<file path="src/rtl/pterm_pkg.sv">
package pterm_pkg;

    localparam int NUM_PT = 5;
    localparam int IDX_W  = 3;

    typedef enum logic [1:0] {
        LIT_DC   = 2'b00,
        LIT_POS  = 2'b01,
        LIT_NEG  = 2'b10,
        LIT_KILL = 2'b11
    } lit_e;

    typedef enum logic [1:0] {
        RT_SUM  = 2'b00,
        RT_XOR  = 2'b01,
        RT_CTRL = 2'b10,
        RT_IDLE = 2'b11
    } route_e;

    typedef enum logic [1:0] {
        XS_ZERO = 2'b00,
        XS_ONE  = 2'b01,
        XS_TERM = 2'b10,
        XS_RSVD = 2'b11
    } xsel_e;

    typedef struct packed {
        logic to_sum;
        logic to_xor;
        logic to_ctrl;
    } alloc_t;

    function automatic logic lit_pass(input lit_e code, input logic bit_v);
        case (code)
            LIT_DC:   return 1'b1;
            LIT_POS:  return bit_v;
            LIT_NEG:  return ~bit_v;
            default:  return 1'b0;
        endcase
    endfunction

    function automatic alloc_t decode_route(input route_e r);
        alloc_t a;
        a = '0;
        case (r)
            RT_SUM:  a.to_sum  = 1'b1;
            RT_XOR:  a.to_xor  = 1'b1;
            RT_CTRL: a.to_ctrl = 1'b1;
            default: a = '0;
        endcase
        return a;
    endfunction

endpackage

</file>
<file path="src/rtl/pterm_and.sv">
module pterm_and
    import pterm_pkg::*;
#(
    parameter int BUS_W = 40
) (
    input  logic               clk_i,
    input  logic               rst_i,
    input  logic [BUS_W-1:0]   bus_i,
    input  logic [2*BUS_W-1:0] lit_i,
    output logic               term_o
);

    logic [BUS_W-1:0] pass_vec;

    for (genvar b = 0; b < BUS_W; b++) begin : g_bit
        assign pass_vec[b] = lit_pass(lit_e'(lit_i[2*b +: 2]), bus_i[b]);
    end

    assign term_o = &pass_vec;


    all_dc_true_chk: assert property (@(posedge clk_i) disable iff (rst_i)
        (lit_i == '0) |-> term_o);

endmodule

</file>
<file path="src/rtl/pterm_route.sv">
module pterm_route
    import pterm_pkg::*;
(
    input  logic                clk_i,
    input  logic                rst_i,
    input  logic [NUM_PT-1:0]   terms_i,
    input  logic [2*NUM_PT-1:0] route_cfg_i,
    output logic                sum_o,
    output logic [NUM_PT-1:0]   xsrc_o,
    output logic [NUM_PT-1:0]   ctrl_o
);

    logic [NUM_PT-1:0] sum_vec;

    for (genvar t = 0; t < NUM_PT; t++) begin : g_term
        alloc_t al;
        assign al         = decode_route(route_e'(route_cfg_i[2*t +: 2]));
        assign sum_vec[t] = terms_i[t] & al.to_sum;
        assign xsrc_o[t]  = terms_i[t] & al.to_xor;
        assign ctrl_o[t]  = terms_i[t] & al.to_ctrl;
    end

    assign sum_o = |sum_vec;


    sum_needs_term_chk: assert property (@(posedge clk_i) disable iff (rst_i)
        sum_o |-> (terms_i != '0));


    ctrl_excl_chk: assert property (@(posedge clk_i) disable iff (rst_i)
        $countones(ctrl_o & xsrc_o) == 0);

endmodule

</file>
<file path="src/rtl/pterm_xor_stage.sv">
module pterm_xor_stage
    import pterm_pkg::*;
(
    input  logic              clk_i,
    input  logic              rst_i,
    input  logic              local_sum_i,
    input  logic              casc_i,
    input  logic [1:0]        xmode_i,
    input  logic [IDX_W-1:0]  xidx_i,
    input  logic [NUM_PT-1:0] xsrc_i,
    output logic              casc_o,
    output logic              xor_o
);

    logic picked;
    logic second;

    always_comb begin
        picked = 1'b0;
        for (int i = 0; i < NUM_PT; i++) begin
            if (xidx_i == IDX_W'(i)) picked = xsrc_i[i];
        end
    end

    always_comb begin
        case (xsel_e'(xmode_i))
            XS_ONE:  second = 1'b1;
            XS_TERM: second = picked;
            default: second = 1'b0;
        endcase
    end

    assign casc_o = local_sum_i | casc_i;
    assign xor_o  = casc_o ^ second;


    casc_pass_chk: assert property (@(posedge clk_i) disable iff (rst_i)
        casc_i |-> casc_o);


    xor_invert_chk: assert property (@(posedge clk_i) disable iff (rst_i)
        (xmode_i == 2'b01) |-> (xor_o != casc_o));


    xor_plain_chk: assert property (@(posedge clk_i) disable iff (rst_i)
        (xmode_i[1] == xmode_i[0]) |-> (xor_o == casc_o));


    xor_idx_range_chk: assert property (@(posedge clk_i) disable iff (rst_i)
        ((xmode_i == 2'b10) && (xidx_i >= IDX_W'(NUM_PT))) |-> (xor_o == casc_o));

endmodule

</file>
<file path="src/rtl/pterm_cell.sv">
module pterm_cell
    import pterm_pkg::*;
#(
    parameter int BUS_W = 40
) (
    input  logic                       clk_i,
    input  logic                       rst_i,
    input  logic [BUS_W-1:0]           bus_i,
    input  logic [NUM_PT*2*BUS_W-1:0]  lit_cfg_i,
    input  logic [2*NUM_PT-1:0]        route_cfg_i,
    input  logic [1:0]                 xmode_i,
    input  logic [IDX_W-1:0]           xidx_i,
    input  logic [IDX_W-1:0]           fold_idx_i,
    input  logic                       casc_i,
    output logic                       casc_o,
    output logic                       xor_o,
    output logic [NUM_PT-1:0]          ctrl_o,
    output logic                       fold_o
);

    localparam int LIT_W = 2 * BUS_W;

    logic [NUM_PT-1:0] pt_vec;
    logic [NUM_PT-1:0] xsrc_vec;
    logic              local_sum;
    logic              fold_pick;

    for (genvar t = 0; t < NUM_PT; t++) begin : g_pt
        pterm_and #(.BUS_W(BUS_W)) u_and (
            .clk_i  (clk_i),
            .rst_i  (rst_i),
            .bus_i  (bus_i),
            .lit_i  (lit_cfg_i[t*LIT_W +: LIT_W]),
            .term_o (pt_vec[t])
        );
    end

    pterm_route u_route (
        .clk_i       (clk_i),
        .rst_i       (rst_i),
        .terms_i     (pt_vec),
        .route_cfg_i (route_cfg_i),
        .sum_o       (local_sum),
        .xsrc_o      (xsrc_vec),
        .ctrl_o      (ctrl_o)
    );

    pterm_xor_stage u_xor (
        .clk_i       (clk_i),
        .rst_i       (rst_i),
        .local_sum_i (local_sum),
        .casc_i      (casc_i),
        .xmode_i     (xmode_i),
        .xidx_i      (xidx_i),
        .xsrc_i      (xsrc_vec),
        .casc_o      (casc_o),
        .xor_o       (xor_o)
    );

    always_comb begin
        fold_pick = 1'b0;
        for (int i = 0; i < NUM_PT; i++) begin
            if (fold_idx_i == IDX_W'(i)) fold_pick = pt_vec[i];
        end
    end

    assign fold_o = ~fold_pick;


    fold_range_chk: assert property (@(posedge clk_i) disable iff (rst_i)
        (fold_idx_i >= IDX_W'(NUM_PT)) |-> fold_o);


    ctrl_has_term_chk: assert property (@(posedge clk_i) disable iff (rst_i)
        (ctrl_o & ~pt_vec) == '0);


    casc_from_sum_chk: assert property (@(posedge clk_i) disable iff (rst_i)
        (!casc_i && casc_o) |-> (pt_vec != '0));

endmodule

</file>
<file path="config.mk">
export PLATFORM = sky130hd
export DESIGN_NAME = pterm_cell
export DESIGN_NICKNAME = d
export VERILOG_FILES = /design/src/rtl/pterm_pkg.sv /design/src/rtl/pterm_and.sv /design/src/rtl/pterm_route.sv /design/src/rtl/pterm_xor_stage.sv /design/src/rtl/pterm_cell.sv
export SDC_FILE = /design/constraint.sdc
export NUM_CORES = 1
export LEC_CHECK = 0
export BUFFER_PORTS_ARGS = -buffer_cell sky130_fd_sc_hd__buf_2
export CORE_AREA = 2 2 181 183
export DETAILED_ROUTE_END_ITERATION = 8
export DIE_AREA = 0 0 183 185
export GPL_TIMING_DRIVEN = 0
export PLACE_DENSITY_LB_ADDON = 0.1
export SLEW_MARGIN = 10
export SYNTH_ARGS = -nofsm -noshare
export SYNTH_HDL_FRONTEND = slang
export SYNTH_SLANG_ARGS = --single-unit
</file>
<file path="constraint.sdc">
create_clock -name vclk -period 1.7
set_clock_uncertainty 0.2 [all_clocks]
set_input_delay 0.085 -clock vclk [all_inputs]
set_output_delay 0.085 -clock vclk [all_outputs]
set_load 0.01 [all_outputs]
</file>
* After elaboration in Yosys (flattened, before gate mapping) *
Cells that the tools add are included.
W data, S select, Z words.

cells by class
  eq/ne operators = 420
  muxes and demuxes = 226
  bitwise logic cells = 58
  reduce and logical (&&, ||, !) cells = 213

operator list
  kind                  count
  $pmux W1 S3           200
  $eq A2 B1 Y1 const B  206
  $eq A2 B2 Y1 const B  206
  $logic_not A2 Y1      205
  $reduce_and A40 Y1    5
  $not A1 Y1            41
  $mux W1               25
  $and A1 B1 Y1         15
  $eq A3 B2 Y1 const B  4
  $eq A3 B1 Y1 const B  2
  $eq A3 B3 Y1 const B  2
  $logic_not A3 Y1      2
  $reduce_or A5 Y1      1
  $pmux W1 S2           1
  $or A1 B1 Y1          1
  $xor A1 B1 Y1         1

word-level totals
  flip-flop bits (word level) = 0
  input port bits = 461
  output and inout port bits = 8
  word-level logic and storage cells = 917

* Longest topological paths before layout *
  depth in word-level cells = 11
  gate-level depth with buffers = 8

* Cells and area by module *
A second synthesis with hierarchy kept.

unflattened totals
  cells, all modules = 312
  area total of the unflattened synthesis = 2782.7 um2

modules (own cells, without submodules)
  module           instances  cells each  area an instance (um2)  sequential area each (um2)
  pterm_and        5          53          490.5                   0.0
  pterm_xor_stage  1          21          151.4                   0.0
  pterm_route      1          19          132.6                   0.0
  pterm_cell       1          7           46.3                    0.0

* Worst setup path before layout *
No wires, ideal clock.

  path kind = input-to-output
  start = in bus_i[30]
  end = out fold_o
  data arrival time = 1628 ps
  required time = 1415 ps
  setup slack = -213 ps
  cell stages on the path = 8
  cells stage by stage = buf_4 > a22oi_2 > o221ai_2 > a2111oi_2 > nand4_1 > mux4_2 > nor2_1 > a21oi_1

on the way
  word-level cells in the longest chain between the ends = 9

ends and longest elaborated chain
  element               line              RTL
  from (decl)           pterm_cell.sv:8   input logic [BUS_W-1:0] bus_i,
  $not A1 Y1            pterm_pkg.sv:37   LIT_NEG: return ~bit_v;
  $pmux W1 S3           pterm_pkg.sv:34   case (code)
  $reduce_and A40 Y1    pterm_and.sv:19   assign term_o = &pass_vec;
  $mux W1 (4 in a row)  pterm_cell.sv:63  if (fold_idx_i == IDX_W'(i)) fold_pick = pt_vec[i];
  $mux W1 *             pterm_cell.sv:63
  $not A1 Y1 *          pterm_cell.sv:67  assign fold_o = ~fold_pick;
  to (decl)             pterm_cell.sv:18  output logic fold_o

Mark *: on every way between the ends. The rest lies on a longest branch, timed or not.

* Worst setup path in the final report *
  start = in bus_i[32]
  end = out fold_o

Same word-level chain as after synthesis.

==> flow_summary.toml <==
[run_status]
status = "finished with violations"
violations = "setup timing"

[drt]
drt_wl_total_mm = 28.9
drt-wirelength-per-cell_um = 23.8
drc = 0
num_vias = 4662
viasPerCell = 3.84
drt-initial-drc-count = 89
antenna_left = 0
drt_pass1_iterations = 4

[yosys]
synth_cells = 355
syn-mean-instance-area_um2 = 8.31
ys_types = 36
synth_area_leaders = "mux2i_1, nand4_1, buf_2"
yosysTopAreaCell = "mux2i_1"
synth-compound-area-share = 0.0513
synth_simple_gate_area_frac = 0.188
yosysWarnings = 0
netlist_area_um2 = 2950
synth-adder-area-share = 0.00849
syn_nets = 818
synth_seq_area_share = 0
synth_top_family_by_area = "multiplexers"
synth-xor-area-share = 0.00297
yosys.area.top_type_share = 0.645
synth_mux_area_frac = 0.660

[place]
dp_hpwl_mm = 26.2
dp_slack_ns = -1.54
io_buffers = 427
gp_congestion = 0.762

[timing]
tightest_slew_ns = 0.378
hold_viol = 0
fin_crit_ns = 2.37
finalMaxSlewViolations = 0
max_freq_mhz = 421
fin_ws_ns = -0.673
finalSetupViolCount = 8
setup_tns_ns = -3.15
relSlewSlack = 0.746
rsz0062_at_grt = "true"
fin_crit_sh = 1.40

[global_routing]
grt_first_pass_wirelength_mm = 37.0
track_usage = 0.159
grt_start_max_net_pins = 7
first_global_vias = 4962
overflow = 0
antenna_found_initial = 7

[worst_setup_path]
path_class = "primary input to output port"
crit_chain = "buf_12 > mux2i_4 > nand4_1 > nor4_4 > nand4_1 > buf_6 > mux4_2 > nor2_2 > a21oi_2 > buf_2"
critical_path_required_ns = 1.41
cp_slowest_cell = "mux4_2"
worstPathArrival_ns = 2.09
cp_common_cell = "nand4_1"
crit_buf_inv = 3
startpoint_type = "primary input"
cpPeakStageDelay_ns = 0.48
worstSetupEndpointType = "output port"
critPathMaxFanout = 5
cp_top_family = "simple AND/OR/NAND/NOR gates"

[floorplanning]
row_count = 66
initial_core_util = 0.0920
dieHeight_um = 185
core_area_um2 = 32000
die-area_um2 = 33900
die_w_um = 183
ios = 469

[cells_and_area]
nClkBuffers = 0
layout_common_cells = "buf_2, mux2i_1, nand4_1"
fillers = 3691
layout-drive-gt1-share = 0.674
multi_input_area_um2 = 3070
seqCellArea_um2 = 0
nets = 1266
final_common_cell = "buf_2"
seq_cell_count = 0
area_growth_pct = 124

[run]
cap_violations = 0

[cts]
ctsHoldBuffers = 0

[hold_path]
hp-class = "primary input to output port"

[pwr]
ir_drop_mv = 0.0694
p_leak_nw = 3.52
p_total_mw = 1.41
powerDensity_nw_per_um2 = 214
-- path summary, 6_finish.rpt --
check | from | endpoint | slack [ns] | depth (start not counted)
setup / recovery | bus_i[32] | fold_o | -0.67 | 10
hold / removal | fold_idx_i[2] | fold_o | 0.25 | 3
-- through the flow --
step,hold slack (ns),instances,util,instance area [µm²]
floorplan,0.0164,355,-,3070
global placement,0.247,1190,0.178,5710
detailed placement,0.248,1190,0.179,5720
CTS,0.248,1197,0.195,6240
global route,0.264,1211,0.206,6590
finish,0.251,1213,0.206,6600
-- cell type report --
type               instances  area share
multi-input cells        304       0.466
well taps                408      0.0774
inverters                 11     0.00626
diodes                     4     0.00152
plain buffers             40      0.0967
repair buffers           446       0.352
-- cell usage after synthesis, types with 3 or more instances --
cell type,instances
nand4_1,48
buf_2,36
nand2_1,5
inv_1,11
nor3b_1,5
nor3_1,3
nor4_1,11
nand3_1,5
mux2i_1,190
nor2_1,7
buf_6,3
-- metal layers --
metal  vias to the layer above  routed length [µm]  share of wire  track usage
met2                       257               15300           0.53        0.312
li1                       2304                   -              -            -
met3                        10                2030          0.070       0.0338
met5                         -                  50         0.0017            0
met4                         6                 129         0.0045       0.0112
met1                      2085               11400           0.40        0.182
-- what timing repair did --
| item | CTS | global route |
|---|---|---|
| setup buffers | 7 | 13 |
| resized for setup | 95 | 56 |
| cloned | 0 | 0 |
| pin swaps | 27 | 18 |
| setup endpoints to repair | 8 | 8 |
-- where the power goes --
| group | switching, mW | internal, mW | total [mW] |
|---|---|---|---|
| logic | 0.611 | 0.801 | 1.41 |
| clock network | 0 | 0.000000315 | 0.000000315 |
| registers | 0 | 0 | 0 |
-- cell families after synthesis --
group,after synthesis
xor+xnor,1
buf+inv,51
compound gates,16
mux,193
fa+ha+maj,2
simple gates,92
No activity file was read; power rests on OpenSTA's default activity.
